File: src/rtl/rvs_pkg.sv
package rvs_pkg;

    typedef enum logic [2:0] {
        ST_HOLD   = 3'd0,
        ST_BKPT   = 3'd1,
        ST_VREQ   = 3'd2,
        ST_LAUNCH = 3'd3,
        ST_RUN    = 3'd4
    } seq_st_e;

    localparam int NUM_VEC  = 4;
    localparam int VIDX_W   = $clog2(NUM_VEC);

    // Vector slot order is behaviour: extensions, PC, SP, IZ
    localparam int SLOT_EXT = 0;
    localparam int SLOT_PC  = 1;
    localparam int SLOT_SP  = 2;
    localparam int SLOT_IZ  = 3;

    // Condition code bit positions
    localparam int CCR_STOPDIS = 15;
    localparam int CCR_IP_HI   = 7;
    localparam int CCR_IP_LO   = 5;
    localparam int CCR_SATMODE = 4;
    localparam logic [2:0] IP_RESET_VAL = 3'b111;

endpackage

File: src/rtl/rvs_seq_fsm.sv
module rvs_seq_fsm
    import rvs_pkg::*;
#(
    parameter int MADDR_W  = 16,
    parameter int VEC_BASE = 0
) (
    input  logic               clk,
    input  logic               rst_n,
    input  logic               bkpt_i,
    input  logic               mem_ack_i,
    output seq_st_e            st_o,
    output logic [NUM_VEC-1:0] load_en_o,
    output logic               mem_req_o,
    output logic [MADDR_W-1:0] mem_addr_o,
    output logic               bkpt_o,
    output logic               start_o
);

    localparam logic [MADDR_W-1:0] BASE_A   = MADDR_W'(VEC_BASE);
    localparam logic [VIDX_W-1:0]  LAST_IDX = VIDX_W'(NUM_VEC - 1);

    typedef struct packed {
        seq_st_e           st;
        logic [VIDX_W-1:0] idx;
        logic              bkpt;
    } fsm_t;

    fsm_t fsm_d, fsm_q;
    logic [NUM_VEC-1:0] load_d;

    always_comb begin
        fsm_d  = fsm_q;
        load_d = '0;
        unique case (fsm_q.st)
            ST_HOLD: begin
                fsm_d.st = ST_BKPT;
            end
            ST_BKPT: begin
                fsm_d.bkpt = bkpt_i;
                fsm_d.idx  = '0;
                fsm_d.st   = ST_VREQ;
            end
            ST_VREQ: begin
                if (mem_ack_i) begin
                    load_d[fsm_q.idx] = 1'b1;
                    if (fsm_q.idx == LAST_IDX) begin
                        fsm_d.st = ST_LAUNCH;
                    end else begin
                        fsm_d.idx = fsm_q.idx + 1'b1;
                    end
                end
            end
            ST_LAUNCH: begin
                fsm_d.st = ST_RUN;
            end
            ST_RUN: begin
                fsm_d.st = ST_RUN;
            end
            default: begin
                fsm_d.st = ST_HOLD;
            end
        endcase
        if (!rst_n) begin
            fsm_d.st   = ST_HOLD;
            fsm_d.idx  = '0;
            fsm_d.bkpt = 1'b0;
            load_d     = '0;
        end
    end

    always_ff @(posedge clk) begin
        fsm_q <= fsm_d;
    end

    assign st_o       = fsm_q.st;
    assign load_en_o  = load_d;
    assign mem_req_o  = (fsm_q.st == ST_VREQ);
    assign mem_addr_o = BASE_A + MADDR_W'(fsm_q.idx);
    assign bkpt_o     = fsm_q.bkpt;
    assign start_o    = (fsm_q.st == ST_LAUNCH);

    AST_REQ_HELD: assert property (@(posedge clk) disable iff (!rst_n)
        (mem_req_o && !mem_ack_i) |=> (mem_req_o && $stable(mem_addr_o)));

    AST_START_PULSE: assert property (@(posedge clk) disable iff (!rst_n)
        start_o |=> !start_o);

    AST_BKPT_FROZEN: assert property (@(posedge clk) disable iff (!rst_n)
        (fsm_q.st != ST_BKPT) |=> $stable(bkpt_o));

    AST_NO_REQ_SAMPLE: assert property (@(posedge clk) disable iff (!rst_n)
        (fsm_q.st == ST_BKPT) |-> !mem_req_o);

endmodule

File: src/rtl/rvs_vec_regs.sv
module rvs_vec_regs
    import rvs_pkg::*;
#(
    parameter int DATA_W = 16,
    parameter int EXT_W  = 4
) (
    input  logic               clk,
    input  logic               rst_n,
    input  logic [NUM_VEC-1:0] load_en_i,
    input  logic [DATA_W-1:0]  rdata_i,
    output logic [EXT_W-1:0]   zk_o,
    output logic [EXT_W-1:0]   sk_o,
    output logic [EXT_W-1:0]   pk_o,
    output logic [DATA_W-1:0]  pc_o,
    output logic [DATA_W-1:0]  sp_o,
    output logic [DATA_W-1:0]  iz_o
);

    localparam int EXTS_W = 3 * EXT_W;

    typedef struct packed {
        logic [EXTS_W-1:0]               ext;
        logic [NUM_VEC-1:1][DATA_W-1:0]  word;
    } vregs_t;

    vregs_t vr_d, vr_q;

    always_comb begin
        vr_d = vr_q;
        if (load_en_i[SLOT_EXT]) begin
            vr_d.ext = rdata_i[EXTS_W-1:0];
        end
        for (int s = 1; s < NUM_VEC; s++) begin
            if (load_en_i[s]) begin
                vr_d.word[s] = rdata_i;
            end
        end
        if (!rst_n) begin
            vr_d = '0;
        end
    end

    always_ff @(posedge clk) begin
        vr_q <= vr_d;
    end

    assign pk_o = vr_q.ext[EXT_W-1:0];
    assign sk_o = vr_q.ext[2*EXT_W-1:EXT_W];
    assign zk_o = vr_q.ext[3*EXT_W-1:2*EXT_W];
    assign pc_o = vr_q.word[SLOT_PC];
    assign sp_o = vr_q.word[SLOT_SP];
    assign iz_o = vr_q.word[SLOT_IZ];

    AST_ONE_LOAD: assert property (@(posedge clk) disable iff (!rst_n)
        $onehot0(load_en_i));

endmodule

File: src/rtl/rvs_ccr_ctrl.sv
module rvs_ccr_ctrl
    import rvs_pkg::*;
#(
    parameter int DATA_W = 16
) (
    input  logic              clk,
    input  logic              rst_n,
    input  logic              wb_en_i,
    input  logic [DATA_W-1:0] wb_ccr_i,
    input  logic [DATA_W-1:0] wb_k_i,
    output logic [DATA_W-1:0] ccr_o,
    output logic [DATA_W-1:0] k_o
);

    typedef struct packed {
        logic [DATA_W-1:0] ccr;
        logic [DATA_W-1:0] k;
    } ccr_t;

    ccr_t cc_d, cc_q;

    // No register-wide reset: unnamed condition bits carry through reset
    always_comb begin
        cc_d = cc_q;
        if (wb_en_i) begin
            cc_d.ccr = wb_ccr_i;
            cc_d.k   = wb_k_i;
        end
        if (!rst_n) begin
            cc_d.ccr[CCR_IP_HI:CCR_IP_LO] = IP_RESET_VAL;
            cc_d.ccr[CCR_STOPDIS]         = 1'b1;
            cc_d.ccr[CCR_SATMODE]         = 1'b0;
            cc_d.k                        = '0;
        end
    end

    always_ff @(posedge clk) begin
        cc_q <= cc_d;
    end

    assign ccr_o = cc_q.ccr;
    assign k_o   = cc_q.k;

endmodule

File: src/rtl/rstvec_sequencer.sv
module rstvec_sequencer
    import rvs_pkg::*;
#(
    parameter int DATA_W   = 16,
    parameter int EXT_W    = 4,
    parameter int MADDR_W  = 16,
    parameter int VEC_BASE = 0
) (
    input  logic                    clk,
    input  logic                    mst_rst_n,
    input  logic                    bkpt_i,
    output logic                    abort_o,
    output logic                    mem_req_o,
    output logic [MADDR_W-1:0]      mem_addr_o,
    input  logic                    mem_ack_i,
    input  logic [DATA_W-1:0]       mem_rdata_i,
    input  logic                    wb_valid_i,
    input  logic [DATA_W-1:0]       wb_ccr_i,
    input  logic [DATA_W-1:0]       wb_k_i,
    output logic [DATA_W-1:0]       ccr_o,
    output logic [DATA_W-1:0]       k_o,
    output logic [EXT_W-1:0]        zk_o,
    output logic [EXT_W-1:0]        sk_o,
    output logic [EXT_W-1:0]        pk_o,
    output logic [DATA_W-1:0]       pc_o,
    output logic [DATA_W-1:0]       sp_o,
    output logic [DATA_W-1:0]       iz_o,
    output logic                    sampled_bkpt_o,
    output logic                    start_fetch_o,
    output logic [EXT_W+DATA_W-1:0] fetch_addr_o,
    output logic                    running_o
);

    seq_st_e            st;
    logic [NUM_VEC-1:0] load_en;
    logic               wb_en;

    rvs_seq_fsm #(
        .MADDR_W  (MADDR_W),
        .VEC_BASE (VEC_BASE)
    ) u_fsm (
        .clk        (clk),
        .rst_n      (mst_rst_n),
        .bkpt_i     (bkpt_i),
        .mem_ack_i  (mem_ack_i),
        .st_o       (st),
        .load_en_o  (load_en),
        .mem_req_o  (mem_req_o),
        .mem_addr_o (mem_addr_o),
        .bkpt_o     (sampled_bkpt_o),
        .start_o    (start_fetch_o)
    );

    rvs_vec_regs #(
        .DATA_W (DATA_W),
        .EXT_W  (EXT_W)
    ) u_vregs (
        .clk       (clk),
        .rst_n     (mst_rst_n),
        .load_en_i (load_en),
        .rdata_i   (mem_rdata_i),
        .zk_o      (zk_o),
        .sk_o      (sk_o),
        .pk_o      (pk_o),
        .pc_o      (pc_o),
        .sp_o      (sp_o),
        .iz_o      (iz_o)
    );

    assign running_o = (st == ST_RUN);
    assign wb_en     = running_o && wb_valid_i && mst_rst_n;

    rvs_ccr_ctrl #(
        .DATA_W (DATA_W)
    ) u_ccr (
        .clk      (clk),
        .rst_n    (mst_rst_n),
        .wb_en_i  (wb_en),
        .wb_ccr_i (wb_ccr_i),
        .wb_k_i   (wb_k_i),
        .ccr_o    (ccr_o),
        .k_o      (k_o)
    );

    assign abort_o      = !mst_rst_n;
    assign fetch_addr_o = {pk_o, pc_o};

    AST_IP_FORCED: assert property (@(posedge clk) disable iff (!mst_rst_n)
        (st == ST_BKPT) |-> (ccr_o[CCR_IP_HI:CCR_IP_LO] == IP_RESET_VAL));

    AST_MODE_BITS: assert property (@(posedge clk) disable iff (!mst_rst_n)
        (st == ST_BKPT) |-> (ccr_o[CCR_STOPDIS] && !ccr_o[CCR_SATMODE]));

    AST_K_CLEARED: assert property (@(posedge clk) disable iff (!mst_rst_n)
        (st == ST_BKPT) |-> (k_o == '0));

    AST_NO_WB_IDLE: assert property (@(posedge clk) disable iff (!mst_rst_n)
        (!running_o && wb_valid_i) |=> ($stable(ccr_o) && $stable(k_o)));

    AST_LAST_BEFORE_GO: assert property (@(posedge clk) disable iff (!mst_rst_n)
        start_fetch_o |-> $past(load_en[SLOT_IZ]));

endmodule

File: config.mk
export PLATFORM = sky130hd
export DESIGN_NAME = rstvec_sequencer
export DESIGN_NICKNAME = d
export VERILOG_FILES = /design/src/rtl/rvs_pkg.sv /design/src/rtl/rvs_seq_fsm.sv /design/src/rtl/rvs_vec_regs.sv /design/src/rtl/rvs_ccr_ctrl.sv /design/src/rtl/rstvec_sequencer.sv
export SDC_FILE = /design/constraint.sdc
export NUM_CORES = 1
export LEC_CHECK = 0
export BUFFER_PORTS_ARGS = -buffer_cell sky130_fd_sc_hd__buf_2
export CAP_MARGIN = 10
export CORE_ASPECT_RATIO = 1.2
export CORE_MARGIN = 3
export CORE_UTILIZATION = 35
export CTS_CLUSTER_DIAMETER = 40
export DETAILED_ROUTE_END_ITERATION = 6
export PLACE_DENSITY_LB_ADDON = 0.3
export SYNTH_ARGS = -nofsm -noshare
export SYNTH_HDL_FRONTEND = slang
export SYNTH_SLANG_ARGS = --single-unit
File: constraint.sdc
create_clock -name clk -period 1.6 [get_ports clk]
set_input_delay 0.24 -clock clk [delete_from_list [all_inputs] [get_ports clk]]
set_output_delay 0.24 -clock clk [all_outputs]
set_load 0.02 [all_outputs]
==> summary.txt, run 1 <==
fraction of layout cells with a size suffix above 1: 36.7%
Max-Cap Viols: 0
Area growth, synth to finish: 27.9%
HPWL after detailed placement: 7370 um
M1 WL: 3960 um
Synth Instances: 409
Pwr Total: 5.52 mW
CTS tree: done
Synthesis Warnings: 0
row count: 41
average cell area after synthesis: 9.65 um^2
met3 WL: 623 um
vias in the first global route: 3026
Nets: 611
Crit Path Max Fanout: 9
Least-Margin Pin Slew: 0.536 ns
Clock transition at path regs: 0.07 ns
Crit. End Element: output port
count of cell types in the netlist: 33
DR top layer: met4
Routed WL per cell: 14.3 um
I/O pins: 186
clk buf depth: 2
Worst VDD drop: 0.471 mV
PortBufs: 171
Antenna Cells: 0
Die Width: 103 um
GRT Total Usage: 15.2%
Die Span Y: 122 um
vias after detailed routing: 3179
most frequent cells in the layout: buf_2 (170), dfxtp_1 (84), nand2_1 (83)
Final Max Tran Viols: 0
Total Neg Setup Slack: 0 ns
post-route clock skew: 0.00441 ns
Tcrit/Tclk final: 94.4%
first-pass detailed-route iteration total: 4
drt initial violations: 114
Slew HR: 64.3%
cts hold-fix bufs: 0
Final Hold Viols: 0
outcome: completed
P per Cell Area: 1090 nW/um^2
H-tree depth: 3
Seq cells post-synth: 98
Setup Viol. Count Final: 0
critical path class: flip-flop to output port
Residual DRC: 0
final WL: 9810 um
sequential fraction of the synthesis area: 52.5%
Core Area: 10800 um^2
Num CTS Buffers: 9
first-pass GRT wire length: 14900 um
Hold Path Class: input pin to flip-flop
Initial Util: 36.7%
fillers: 1053
post-cts resize count: 0
Startpoint Class: flip-flop
root buffer cell: clkbuf_16
Detail Route met2 WL: 5110 um
worst endpoint required time: 1.36 ns
die area: 12600 um^2
RSZ-0062 raised after global routing: no
largest net degree at the start of global routing: 54
gp weighted congestion: 0.769
synthesized area: 3950 um^2
Skew-Pair Late Insertion Delay: 0.33 ns
Pleak: 2.34 nW
achievable frequency: 662 MHz
initial antenna violation count: 0
most common cell after layout, fill and taps aside: buf_2
CTS sink count: 98
DR vias/cell: 4.62
total grt overflow: 0
crit path time final: 1.51 ns
Routed Antenna Nets: 0
worst endpoint data arrival time: 1.27 ns
setup bufs post-CTS: 0
[Yosys cell counts]
cell type,count,area share (%)
dfxtp_1,87,44
nand2_1,83,7.9
mux2i_1,49,12
buf_4,37,7.0
o21ai_0,33,4.2
nand3_1,31,3.9
inv_1,20,1.9
clkbuf_1,13,1.2
edfxtp_1,11,8.4
buf_2,6,0.76
and3_1,4,0.63
buf_6,4,1.1
ha_1,4,1.3
nor2_1,3,0.29
nor3b_1,3,0.57
and2_1,2,0.32
buf_1,2,0.19
nand4_1,2,0.32
a21boi_0,1,0.19
a21oi_1,1,0.13
and2_0,1,0.16
and3b_1,1,0.22
and4bb_2,1,0.32
buf_12,1,0.51
conb_1,1,0.095
nand2b_1,1,0.16
nand3b_1,1,0.19
nand4bb_1,1,0.29
nor3_1,1,0.13
nor3b_4,1,0.48
o22ai_1,1,0.16
o32ai_1,1,0.22
xnor2_1,1,0.22
[logic make-up after synthesis]
family,after synthesis,synth area share (%)
adder cells (fa/ha/maj),4,1.27
multiplexers,49,12.4
AND/OR/NAND/NOR,136,15.9
buffers and inverters,83,12.8
flip-flops,98,52.5
XOR/XNOR,1,0.222
other,1,0.0950
AO/OA/AOI/OAI,37,4.88
[metal layers]
| layer | vias to the layer above | global-route usage (%) |
|---|---|---|
| met4 | 0 | 5.59 |
| li1 | 1585 | - |
| met2 | 106 | 26.8 |
| met3 | 9 | 3.58 |
| met5 | - | 0 |
| met1 | 1479 | 17.7 |
[registers in the layout, indices dropped and copies added (netlist names)]
register / flops
u_fsm.bkpt_o: 1
u_ccr.ccr_o: 16
u_vregs.pc_o: 16
u_fsm.st_o: 3
u_ccr.k_o: 16
u_fsm.fsm_q: 2
u_vregs.sk_o: 4
u_vregs.sp_o: 16
u_vregs.pk_o: 4
u_vregs.zk_o: 4
u_vregs.iz_o: 16
[power breakdown]
| group | internal, mW | switching (mW) |
|---|---|---|
| Sequential | 2.56 | 0.0733 |
| Combinational | 0.248 | 0.402 |
| Clock | 1.35 | 0.883 |
| Total | 4.16 | 1.36 |
[final timing paths]
| kind | startpoint | to | slack (ns) | depth (start not counted) |
|---|---|---|---|---|
| worst max register to register | u_fsm.st_o[0] | u_vregs.sp_o[7] | 0.15 | 4 |
| worst max-delay path | u_fsm.st_o[0] | start_fetch_o | 0.09 | 2 |
| worst min-delay path | wb_ccr_i[2] | u_ccr.ccr_o[2] | 0.08 | 1 |
| worst min register to register | u_vregs.sp_o[10] | u_vregs.sp_o[10] | 0.45 | 2 |
[metrics by stage]
stage / std cells / hold WS [ns] / utilization (%) / instance area (um^2) / setup WS [ns]
after global placement: 672 / 0.420 / 43.9 / 4730 / 0.222
after floorplan: 422 / 0.339 / - / 4000 / 0.0772
after detailed placement: 672 / 0.419 / 43.9 / 4730 / 0.159
after CTS: 688 / 0.0634 / 46.8 / 5040 / 0.0141
after global routing: 688 / 0.0651 / 46.9 / 5050 / 0.00890
final: 688 / 0.0752 / 46.9 / 5050 / 0.0897
[worst max-delay path: stages, from the launching register on]
cell and delay, ns:
dfxtp_1 0.53, and3b_1 0.24, buf_2 0.17
[final cells by class]
| class | count | area, um^2 | share of cell area, % |
|---|---|---|---|
| repair buffers | 184 | 993 | 19.7 |
| multi-input cells | 241 | 1430 | 28.3 |
| clock inverters | 3 | 46.3 | 0.917 |
| flip-flops and latches | 98 | 2080 | 41.1 |
| well taps | 129 | 161 | 3.20 |
| inverters | 20 | 75.1 | 1.49 |
| clock buffers | 13 | 272 | 5.38 |
No activity file was read; power rests on OpenSTA's default activity.
==> inputs of run 2 (changes only) <==
- CELL_PAD_IN_SITES_DETAIL_PLACEMENT: not set -> 0
- CELL_PAD_IN_SITES_GLOBAL_PLACEMENT: not set -> 1
- CORE_UTILIZATION: 35 -> 30
==> summary.txt, run 2 (synthesized netlist as in run 1, its figures left out) <==
outcome: completed
Die Width: 111 um
CTS sink count: 98
Hold Path Class: input pin to flip-flop
worst endpoint data arrival time: 1.24 ns
Non-Filler Instances: 723
Pwr Total: 5.49 mW
Clock transition at path regs: 0.07 ns
first-pass detailed-route iteration total: 4
WHS Path Cells: 1
area post-placement: 4780 um^2
fraction of layout cells with a size suffix above 1: 37.2%
crit path time final: 1.48 ns
HPWL after detailed placement: 7330 um
most frequent cells in the layout: buf_2 (170), dfxtp_1 (84), nand2_1 (83)
root buffer cell: clkbuf_16
PortBufs: 171
vias in the first global route: 3137
Startpoint Class: flip-flop
final WL: 9870 um
Num CTS Buffers: 9
die area: 14600 um^2
Residual DRC: 0
Initial Util: 30.9%
finished layout cell area: 5100 um^2
R2R cell count: 4
setup bufs post-CTS: 0
clk buf depth: 2
Die Span Y: 132 um
GRT Total Usage: 13.4%
Antenna Cells: 0
gp weighted congestion: 0.716
drt initial violations: 99
P per Cell Area: 1080 nW/um^2
CTS tree: done
Skew-Pair Late Insertion Delay: 0.34 ns
Final Max Tran Viols: 0
Nets: 611
worst endpoint required time: 1.36 ns
Routed Antenna Nets: 0
fin util: 39.9%
initial antenna violation count: 0
total grt overflow: 0
first-pass GRT wire length: 15900 um
largest net degree at the start of global routing: 68
Routed WL per cell: 13.6 um
Max-Cap Viols: 0
achievable frequency: 674 MHz
Crit. End Element: output port
vias after detailed routing: 3167
Crit Path Max Fanout: 6
Setup Viol. Count Final: 0
most common cell after layout, fill and taps aside: buf_2
Worst VDD drop: 0.562 mV
Tcrit/Tclk final: 92.8%
Pleak: 2.34 nW
I/O pins: 186
post-route clock skew: 0.00498 ns
critical path class: flip-flop to output port
Core Area: 12800 um^2
H-tree depth: 3
cts hold-fix bufs: 0
DR vias/cell: 4.38
row count: 45
WHS: 0.0778 ns
Area growth, synth to finish: 29.2%
total placed cells including tap cells: 707
Final Hold Viols: 0
## run 2: report_power, final
| part | internal (mW) | switching (mW) | leakage (nW) | total, mW |
|---|---|---|---|---|
| combinational | 0.260 | 0.415 | 1.39 | 0.675 |
| clock | 1.23 | 0.958 | 0.140 | 2.18 |
| sequential | 2.56 | 0.0698 | 0.802 | 2.63 |
| total | 4.05 | 1.44 | 2.34 | 5.49 |
## run 2: layout make-up
cell class	count	area [um^2]
Inverter	20	75.1
Sequential cell	98	2080
Tap cell	164	205
Timing Repair Buffer	184	1010
Multi-Input combinational cell	241	1440
Clock buffer	9	225
Fill cell	1307	7680
Clock inverter	7	77.6
## run 2: worst paths after layout
kind	to	from	slack (ns)
worst max-delay path	running_o	u_fsm.st_o[2]	0.12
worst min-delay path	u_ccr.ccr_o[9]	wb_ccr_i[9]	0.08
worst max register to register	u_ccr.ccr_o[7]	u_fsm.st_o[2]	0.17
worst min register to register	u_ccr.k_o[1]	u_ccr.k_o[1]	0.46
## run 2: per-stage QoR
stage               setup WS (ns)  setup TNS, ns
floorplan                  0.0772              0
global placement           0.0733              0
detailed placement         0.0346              0
CTS                        0.0239              0
global route             -0.00113       -0.00113
finish                      0.116              0
## run 2: routing by layer
metal  vias up  global-route usage, %  share of wire [%]  wire (um)
li1       1587                      -                  -          -
met1      1449                   16.7                 44       4350
met2       122                   22.3                 48       4700
met3         9                   4.19                6.9        680
met4         0                   4.11                1.3        131
met5         -                      0                  0          0
## run 2: critical path, stage by stage (launching register included)
cell,delay (ns)
dfxtp_1,0.46
nor3b_2,0.25
buf_2,0.20
## run 2: repair_timing
action	4_1_cts	5_1_grt
endpoints found under the setup margin	0	17
resized for setup	0	5
hold endpoints to repair	0	0
==> inputs of run 3 (changes only) <==
- CORE_MARGIN: 3 -> not set
==> summary.txt, run 3 (synthesized netlist as in run 1, its figures left out) <==
total placed cells including tap cells: 708
Max-Cap Viols: 0
P per Cell Area: 1080 nW/um^2
Initial Util: 31.0%
die area: 13600 um^2
DR vias/cell: 4.39
largest net degree at the start of global routing: 49
Clock transition at path regs: 0.07 ns
Total Neg Setup Slack: 0 ns
Crit-path slowest cell: dfxtp_1
worst endpoint data arrival time: 1.27 ns
critical path depth in cells: 2
Final Max Tran Viols: 0
Die Span Y: 128 um
Setup Viol. Count Final: 0
Reg-to-Reg End: u_vregs.sp_o[12]
final WL: 9620 um
vias in the first global route: 3001
row count: 45
Startpoint Class: flip-flop
PortBufs: 171
crit path time final: 1.51 ns
first-pass GRT wire length: 15000 um
reg-to-reg slack, setup: 0.12 ns
Least-Margin Pin Slew: 0.513 ns
Residual DRC: 0
drt initial violations: 109
pre-CTS setup slack: 0.0690 ns
first-pass detailed-route iteration total: 4
CP top delay family: flip-flops
Pwr Total: 5.56 mW
crit path cell chain: nor3b_2 > buf_2
finished layout cell area: 5120 um^2
WHS: 0.0657 ns
Routed WL per cell: 13.2 um
fraction of layout cells with a size suffix above 1: 37.8%
Routed Antenna Nets: 0
Final Hold Viols: 0
WHS Path Cells: 1
Num CTS Buffers: 9
vias after detailed routing: 3189
achievable frequency: 661 MHz
critical path class: flip-flop to output port
Antenna Cells: 0
R2R cell count: 4
hold endpoint: u_ccr.ccr_o[11]
setup slack after layout: 0.0871 ns
CTS tree: done
fillers: 1313
gp weighted congestion: 0.737
most common cell after layout, fill and taps aside: buf_2
root buffer cell: clkbuf_16
Crit. End Element: output port
Worst VDD drop: 0.482 mV
HPWL after detailed placement: 7020 um
total grt overflow: 0
crit-path max cell delay: 0.49 ns
H-tree depth: 3
Worst R2R Start: u_fsm.st_o[2]
fin util: 40.2%
worst endpoint required time: 1.36 ns
clk buf depth: 2
CTS sink count: 98
Buf+Inv Stages, Crit Path: 1
Area growth, synth to finish: 29.7%
Non-Filler Instances: 727
Hold Path Class: input pin to flip-flop
initial antenna violation count: 0
post-route clock skew: 0.00553 ns
Die Width: 107 um
I/O pins: 186
min-delay src: wb_ccr_i[11]
Skew-Pair Late Insertion Delay: 0.35 ns
outcome: completed
area post-placement: 4780 um^2
Nets: 615
Crit Path Max Fanout: 8
Tcrit/Tclk final: 94.6%
most frequent cells in the layout: buf_2 (169), nand2_1 (83), dfxtp_1 (83)
GRT Total Usage: 14.3%
Core Area: 12700 um^2
Pleak: 2.35 nW
Slew HR: 65.8%
[run 3: cell types whose count changed in the layout (fill, tap and decap cells not counted)]
| cell | delta |
|---|---|
| and2_2 | +1 |
| dfxtp_1 | -1 |
| buf_4 | +6 |
| clkinv_4 | +1 |
| buf_2 | -1 |
| clkbuf_2 | +1 |
| buf_12 | -1 |
| and2_4 | -1 |
| clkinv_2 | -1 |
| dfxtp_2 | +1 |
| and4bb_2 | +1 |
| and4bb_4 | -1 |
| clkinvlp_4 | -1 |
[run 3: worst max path at each step]
stage | start | endpoint
2_1_floorplan | u_fsm.fsm_q[1] | u_vregs.iz_o[10]
3_3_place_gp | u_fsm.st_o[2] | u_vregs.sp_o[9]
3_5_place_dp | u_fsm.st_o[2] | u_vregs.sp_o[12]
4_1_cts | u_fsm.st_o[0] | start_fetch_o
5_1_grt | u_fsm.st_o[2] | running_o
6_report | u_fsm.st_o[2] | running_o
[run 3: power by group]
part,leakage (nW),internal (mW),switching (mW)
Clock,0.144,1.24,0.976
Sequential,0.802,2.57,0.0702
Combinational,1.41,0.291,0.415
Total,2.35,4.09,1.46
[run 3: worst reg2reg max path, cell delays in order, from the launching register on]
cell and delay (ns):
dfxtp_1 0.39, nor3b_4 0.32, and3_1 0.27, buf_12 0.19
mux2i_1 0.24
[run 3: final cells by class]
class	count	area (um^2)	area share, %
clock buffers	10	230	4.50
flip-flops and latches	98	2080	40.6
clock inverters	6	73.8	1.44
inverters	20	75.1	1.47
repair buffers	188	1030	20.0
well taps	164	205	4.01
multi-input cells	241	1430	28.0
[run 3: repair_timing]
| action | CTS | global route |
|---|---|---|
| hold buffers | 0 | 0 |
| endpoints found under the setup margin | 1 | 22 |
| pin swaps | 0 | 1 |
| hold endpoints to repair | 0 | 0 |
| gates resized for setup | 1 | 4 |
| setup buffers | 0 | 3 |
[run 3: routing by layer]
layer  up-vias  GRT usage (%)  share of wire, %
met5         -              0                 0
met4         0           6.45               2.6
met1      1451           17.4                44
met2       121           22.9                46
li1       1601              -                 -
met3        16           4.73               7.8
